$ cat src/rtl/grp_irq_pkg.sv
package grp_irq_pkg;
    localparam int NUM_LEVELS = 4;
    localparam int LVL_W      = 2;

    typedef enum logic [1:0] {
        RGN_PRIO  = 2'd0,
        RGN_REQ   = 2'd1,
        RGN_CAUSE = 2'd2,
        RGN_NONE  = 2'd3
    } region_e;
endpackage

$ cat src/rtl/grp_irq_sync.sv
module grp_irq_sync #(
    parameter int W = 8
) (
    input  logic         clk,
    input  logic         rst_n,
    input  logic [W-1:0] d,
    output logic [W-1:0] q
);
    typedef struct packed {
        logic [W-1:0] s1;
        logic [W-1:0] s2;
    } sync_t;

    sync_t st_d, st_q;

    always_comb begin
        st_d    = st_q;
        st_d.s1 = d;
        st_d.s2 = st_q.s1;
    end

    always_ff @(posedge clk or negedge rst_n) begin
        if (!rst_n) st_q <= '0;
        else        st_q <= st_d;
    end

    assign q = st_q.s2;
endmodule

$ cat src/rtl/grp_irq_arb.sv
module grp_irq_arb
    import grp_irq_pkg::*;
#(
    parameter int NUM_GROUPS = 4,
    parameter int OFFSET_W   = 8
) (
    input  logic [NUM_GROUPS-1:0]          valid,
    input  logic [NUM_GROUPS*LVL_W-1:0]    lvl_flat,
    input  logic [NUM_GROUPS*OFFSET_W-1:0] off_flat,
    output logic [NUM_LEVELS-1:0]          found,
    output logic [NUM_LEVELS*OFFSET_W-1:0] win_off
);
    for (genvar l = 0; l < NUM_LEVELS; l++) begin : g_level
        logic                f_lvl;
        logic [OFFSET_W-1:0] o_lvl;

        // scan downward so the lowest-numbered group is written last
        always_comb begin
            f_lvl = 1'b0;
            o_lvl = '0;
            for (int g = NUM_GROUPS - 1; g >= 0; g--) begin
                if (valid[g] && (lvl_flat[g*LVL_W +: LVL_W] == LVL_W'(l))) begin
                    f_lvl = 1'b1;
                    o_lvl = off_flat[g*OFFSET_W +: OFFSET_W];
                end
            end
        end

        assign found[l]                      = f_lvl;
        assign win_off[l*OFFSET_W +: OFFSET_W] = o_lvl;
    end
endmodule

$ cat src/rtl/grp_irq_ctrl.sv
module grp_irq_ctrl
    import grp_irq_pkg::*;
#(
    parameter int                NUM_GROUPS  = 4,
    parameter int                GROUP_LINES = 4,
    parameter int                OFFSET_W    = 8,
    parameter int                ADDR_W      = 8,
    parameter int                DATA_W      = 32,
    parameter logic [OFFSET_W-1:0] NMI_OFFSET = 8'hFC
) (
    input  logic                            clk,
    input  logic                            rst_n,
    input  logic [NUM_GROUPS*GROUP_LINES-1:0] irq_in,
    input  logic                            nmi_in,
    input  logic [3:0]                      lvl_mask,
    input  logic                            glob_mask,
    input  logic                            reg_we,
    input  logic [ADDR_W-1:0]               reg_addr,
    input  logic [DATA_W-1:0]               reg_wdata,
    output logic [DATA_W-1:0]               reg_rdata,
    output logic [NUM_GROUPS-1:0]           valid_req,
    output logic                            cpu_req,
    output logic                            cpu_nmi,
    output logic [1:0]                      cpu_level,
    output logic [OFFSET_W-1:0]             cpu_offset
);
    localparam int NUM_LINES = NUM_GROUPS * GROUP_LINES;
    localparam int IDX_W     = ADDR_W - 2;

    typedef struct packed {
        logic [NUM_LINES-1:0]                 irr;
        logic                                 nmi;
        logic [NUM_GROUPS-1:0][LVL_W-1:0]     prio_lvl;
        logic [NUM_GROUPS-1:0][OFFSET_W-1:0]  prio_off;
        logic [NUM_LEVELS-1:0]                cause_vld;
        logic [NUM_LEVELS-1:0][OFFSET_W-1:0]  cause_off;
        logic                                 cpu_req;
        logic                                 cpu_nmi;
        logic [LVL_W-1:0]                     cpu_lvl;
        logic [OFFSET_W-1:0]                  cpu_off;
    } state_t;

    state_t st_d, st_q;

    logic [NUM_LINES:0]              sync_q;
    logic [NUM_LINES-1:0]            irr_live;
    logic [NUM_GROUPS-1:0]           grp_pend;
    logic [NUM_GROUPS-1:0]           valid_w;
    logic [NUM_GROUPS*LVL_W-1:0]     lvl_flat;
    logic [NUM_GROUPS*OFFSET_W-1:0]  off_flat;
    logic [NUM_LEVELS-1:0]           found;
    logic [NUM_LEVELS*OFFSET_W-1:0]  win_off;
    region_e                         region;
    logic [IDX_W-1:0]                idx;
    logic                            unused_bits;

    grp_irq_sync #(.W(NUM_LINES + 1)) u_sync (
        .clk   (clk),
        .rst_n (rst_n),
        .d     ({nmi_in, irq_in}),
        .q     (sync_q)
    );

    assign irr_live = st_q.irr;
    assign lvl_flat = st_q.prio_lvl;
    assign off_flat = st_q.prio_off;
    assign region   = region_e'(reg_addr[ADDR_W-1 -: 2]);
    assign idx      = reg_addr[IDX_W-1:0];
    assign unused_bits = ^reg_wdata[DATA_W-1:OFFSET_W+2];

    // group OR and mask gating
    always_comb begin
        for (int g = 0; g < NUM_GROUPS; g++) begin
            grp_pend[g] = |irr_live[g*GROUP_LINES +: GROUP_LINES];
            valid_w[g]  = grp_pend[g] && !lvl_mask[st_q.prio_lvl[g]] && !glob_mask;
        end
    end

    grp_irq_arb #(.NUM_GROUPS(NUM_GROUPS), .OFFSET_W(OFFSET_W)) u_arb (
        .valid    (valid_w),
        .lvl_flat (lvl_flat),
        .off_flat (off_flat),
        .found    (found),
        .win_off  (win_off)
    );

    // next-state computation
    always_comb begin
        st_d     = st_q;
        st_d.irr = sync_q[NUM_LINES-1:0];
        st_d.nmi = sync_q[NUM_LINES];

        if (reg_we && region == RGN_PRIO) begin
            for (int g = 0; g < NUM_GROUPS; g++) begin
                if (int'(idx) == g) begin
                    st_d.prio_lvl[g] = reg_wdata[OFFSET_W+1:OFFSET_W];
                    st_d.prio_off[g] = reg_wdata[OFFSET_W-1:0];
                end
            end
        end

        for (int l = 0; l < NUM_LEVELS; l++) begin
            st_d.cause_vld[l] = found[l];
            st_d.cause_off[l] = win_off[l*OFFSET_W +: OFFSET_W];
        end

        st_d.cpu_req = 1'b0;
        st_d.cpu_nmi = 1'b0;
        st_d.cpu_lvl = '0;
        st_d.cpu_off = '0;
        for (int l = 0; l < NUM_LEVELS; l++) begin
            if (found[l]) begin
                st_d.cpu_req = 1'b1;
                st_d.cpu_lvl = LVL_W'(l);
                st_d.cpu_off = win_off[l*OFFSET_W +: OFFSET_W];
            end
        end
        if (st_q.nmi) begin
            st_d.cpu_req = 1'b1;
            st_d.cpu_nmi = 1'b1;
            st_d.cpu_lvl = LVL_W'(NUM_LEVELS - 1);
            st_d.cpu_off = NMI_OFFSET;
        end
    end

    always_ff @(posedge clk or negedge rst_n) begin
        if (!rst_n) st_q <= '0;
        else        st_q <= st_d;
    end

    // register read mux
    always_comb begin
        reg_rdata = '0;
        case (region)
            RGN_PRIO: begin
                for (int g = 0; g < NUM_GROUPS; g++) begin
                    if (int'(idx) == g) begin
                        reg_rdata[OFFSET_W+1:OFFSET_W] = st_q.prio_lvl[g];
                        reg_rdata[OFFSET_W-1:0]        = st_q.prio_off[g];
                    end
                end
            end
            RGN_REQ: begin
                for (int g = 0; g < NUM_GROUPS; g++) begin
                    if (int'(idx) == g)
                        reg_rdata[GROUP_LINES-1:0] = irr_live[g*GROUP_LINES +: GROUP_LINES];
                end
            end
            RGN_CAUSE: begin
                for (int l = 0; l < NUM_LEVELS; l++) begin
                    if (int'(idx) == l) begin
                        reg_rdata[OFFSET_W]     = st_q.cause_vld[l];
                        reg_rdata[OFFSET_W-1:0] = st_q.cause_off[l];
                    end
                end
            end
            default: reg_rdata = '0;
        endcase
    end

    assign valid_req  = valid_w;
    assign cpu_req    = st_q.cpu_req;
    assign cpu_nmi    = st_q.cpu_nmi;
    assign cpu_level  = st_q.cpu_lvl;
    assign cpu_offset = st_q.cpu_off;
endmodule

$ cat config.mk
export PLATFORM = sky130hd
export DESIGN_NAME = grp_irq_ctrl
export DESIGN_NICKNAME = d
export VERILOG_FILES = /design/src/rtl/grp_irq_pkg.sv /design/src/rtl/grp_irq_sync.sv /design/src/rtl/grp_irq_arb.sv /design/src/rtl/grp_irq_ctrl.sv
export SDC_FILE = /design/constraint.sdc
export NUM_CORES = 1
export LEC_CHECK = 0
export ABC_AREA = 0
export ABC_CLOCK_PERIOD_IN_PS = 3500
export BUFFER_PORTS_ARGS = -buffer_cell sky130_fd_sc_hd__buf_2
export CORE_AREA = 2 2 130 132
export CTS_CLUSTER_SIZE = 40
export DETAILED_ROUTE_END_ITERATION = 7
export DIE_AREA = 0 0 132 134
export PLACE_DENSITY = 0.61
export SLEW_MARGIN = 20
export SYNTH_ARGS = -nofsm -noshare
export SYNTH_HDL_FRONTEND = slang
export SYNTH_HIERARCHICAL = 1
export SYNTH_SLANG_ARGS = --single-unit
$ cat constraint.sdc
create_clock -name clk -period 3.5 [get_ports clk]
set_clock_uncertainty 0.05 [all_clocks]
set_input_delay 0 -clock clk [delete_from_list [all_inputs] [get_ports clk]]
set_output_delay 0 -clock clk [all_outputs]
set_load 0.01 [all_outputs]
==> reports/metrics.yaml <==
status:
  outcome: "finished, final reports clean"
finish:
  fin_nets: 750
  n_antenna_cell: 0
  syn_to_final_growth_pct: 18.90
  drive_gt1_share_pct: 29.51
  final_core_util_pct: 52.62
detailed_routing:
  post_drt_wl_per_cell_um: 23.28
  via_count: 5609
  drc: 0
  firstDrtPassIters: 7
  viasPerCell: 6.110
  initialDrtViolationCount: 493
  wl_mm: 21.38
  drtAntennaViolNets: 0
sta:
  post-route-period-util_pct: 87.51
  relSlewSlack_pct: 39.05
  slew_viol_final: 0
  final-setup-viol-count: 0
  rsz0062_at_grt: "no"
  fin_crit_ps: 3063
  finalHoldViolations: 0
  tightest_slew_ps: 914.3
  tns_ps: 0
  max_freq_ghz: 0.3265
cts:
  cts_sinks: 139
  numCtsBuffers: 17
  clock_latency_ps: 430
  ctsRootBufferMaster: "clkbuf_16"
  path_clk_slew_ps: 70
  h-tree-depth: 4
  ctsResizeCount: 0
  cts_tree: "done"
  clock_path_buffers: 2
synth:
  synth_area_leaders: "dfrtp_1 (48%), mux2_2 (6.6%), buf_4 (4.2%)"
  ys_top_cells_by_count: "dfrtp_1 (139), mux2_2 (42), buf_4 (40)"
  synth_compound_area_share_pct: 15.88
  synth.distinct_cells: 60
  synth_edf_count: 0
  synth_cells: 600
  async_flop_share_pct: 100.0
  yosys.area.top_type: "dfrtp_1"
  ys_warn_count: 6
  synth_fa_ha_area_share_pct: 0
  synth_flop_cell: "dfrtp_1"
  ys_ff_latch: 139
  synth_top_area_share_pct: 48.26
  synth.area.mux_share_pct: 14.27
  yosysSeqAreaShare_pct: 48.26
  synth.most_common_cell: "dfrtp_1"
  synth_xor_area_share_pct: 0
  syn_area_sq_um: 7208
  synth_top_family_by_area: "compound AO/OA/AOI/OAI gates"
  synthSimpleGateAreaFrac_pct: 13.90
  syn_avg_cell_area_sq_um: 12.01
critical_path:
  path_class: "reg2reg"
  critPathMaxFanout: 9
  critPathCaptureType: "flop"
  arrival_ps: 3290
  start_kind: "flop"
  crit_end: "cpu_offset[1]"
  critPathLaunch: "lvl_flat[2]"
  r2r_start: "lvl_flat[2]"
  reg2reg_depth: 9
  rrSetupSlack_ps: 440
  r2r-end: "cpu_offset[1]"
  required_ps: 3730
floorplan:
  die_x_um: 132
  rows: 47
  start_util_pct: 44.25
  io_pins: 113
  dieArea_sq_um: 17690
  die_y_um: 134
  coreArea_sq_um: 16290
global_route:
  grt_max_degree: 97
  grt_usage_pct: 24.75
  grt_pass1_vias: 5634
  grt_pass1_wl_mm: 32.74
  grt_remaining_overflow: 0
  antenna_found_initial: 0
min_path:
  hp-class: "in2reg"
pwr:
  p_leak_nw: 3.842
  irDropWorstVdd_uv: 478.4
  pwr_density_cell_nw_per_um2: 466.8
placed_design:
  place_congestion: 0.8824
  io_buffers: 68
  place.detailed.hpwl_mm: 13.73
run:
  cap_viol_max_count: 0
[metal layers]
layer | up-vias | GRT usage [%] | share of wire [%]
met2 | 294 | 39.96 | 48
li1 | 2435 | - | -
met3 | 55 | 8.579 | 8.9
met1 | 2825 | 30.65 | 40
met5 | - | 0 | 0
met4 | 0 | 9.722 | 3.0
[final cells by class]
| cell class | count | area, sq um |
|---|---|---|
| clock buffer | 18 | 439.2 |
| clock inverter | 14 | 186.4 |
| fill | 1407 | 7719 |
| inverter | 9 | 33.78 |
| multi-input combinational | 387 | 3268 |
| sequential | 139 | 3478 |
| tap | 220 | 275.3 |
| timing repair buffer | 131 | 889.6 |
[report_power, final]
part	internal [W]	switching, W
registers	0.00168	0.0000583
clock network	0.00115	0.000724
logic	0.000160	0.000226
[cells in the final DEF (no fill, tap or decap), types with 7 or more instances in the layout]
master         netlist  routed
a21oi_1             10      10
a221o_1              7       7
a221oi_1            10      10
a22o_1               8       8
a311o_1              8       8
a311oi_1             8       8
and4_1               8       8
buf_2               11      67
buf_4               40      35
clkbuf_16            0      17
conb_1               1      22
dfrtp_1            139     139
dlygate4sd3_1        0      28
inv_1                9       9
mux2_2              42      42
mux2_4              10      10
mux2i_1             27      27
nand2_1             16      16
nand3_1              8       8
nand4b_1            33      33
nor2_1              12      12
nor2b_1              9       9
nor4bb_1             8       8
o211a_1             16      16
o21a_1               8       8
o21ai_0             21      21
o2bb2ai_1           16      16
o31ai_1             14      14
[state kept, by name (all words and copies together), names as in the netlist]
name / flops
cpu_req: 1
irr_live: 16
u_sync/st_d: 17
lvl_flat: 8
u_sync/q: 17
cpu_nmi: 1
off_flat: 32
cpu_level: 2
cpu_offset: 8
st_q: 37
[worst max-delay path, cell delays in order (launching register included)]
cell,delay (ps)
dfrtp_1,500
mux4_2,540
nor3_1,190
buf_4,180
or3b_1,590
nor2_1,180
o31ai_1,130
a221oi_1,320
a211o_1,150
a21oi_1,70
[how the worst min path moves through the flow]
stage	startpoint	endpoint	slack, ps	cells after the start
2_1_floorplan	rst_n	cpu_level[0]	-350	0
3_3_place_gp	irq_in[2]	u_sync/st_d[2]	60	1
3_5_place_dp	irq_in[4]	u_sync/st_d[4]	60	1
4_1_cts	reg_we	off_flat[27]	100	3
5_1_grt	reg_we	off_flat[25]	110	3
6_report	reg_we	off_flat[27]	120	3
[timing repair]
action | in CTS | in global routing
buffers inserted | 0 | 0
endpoints found under the hold margin | 151 | 0
hold buffers | 28 | 0
[stage by stage]
stage	total power [W]	std cells	hold WS (ps)	setup WS, ps	area [sq um]
2_1_floorplan	0.001986	621	-345.6	372.2	7287
3_3_place_gp	0.002110	858	57.99	600.6	7665
3_5_place_dp	0.002124	858	59.32	505.4	7665
4_1_cts	0.004041	918	103.6	489.2	8571
5_1_grt	0.004169	918	108.5	236.7	8571
6_report	0.004001	918	121.7	437.2	8571
[cells by family (layout without fill, tap and decap cells)]
kind of cell	count (synthesis)	in the layout
flops	139	139
simple gates	135	135
mux	85	85
other cells	1	22
compound gates	145	145
buf+inv	95	172
Power figures use the tool's default switching activity.
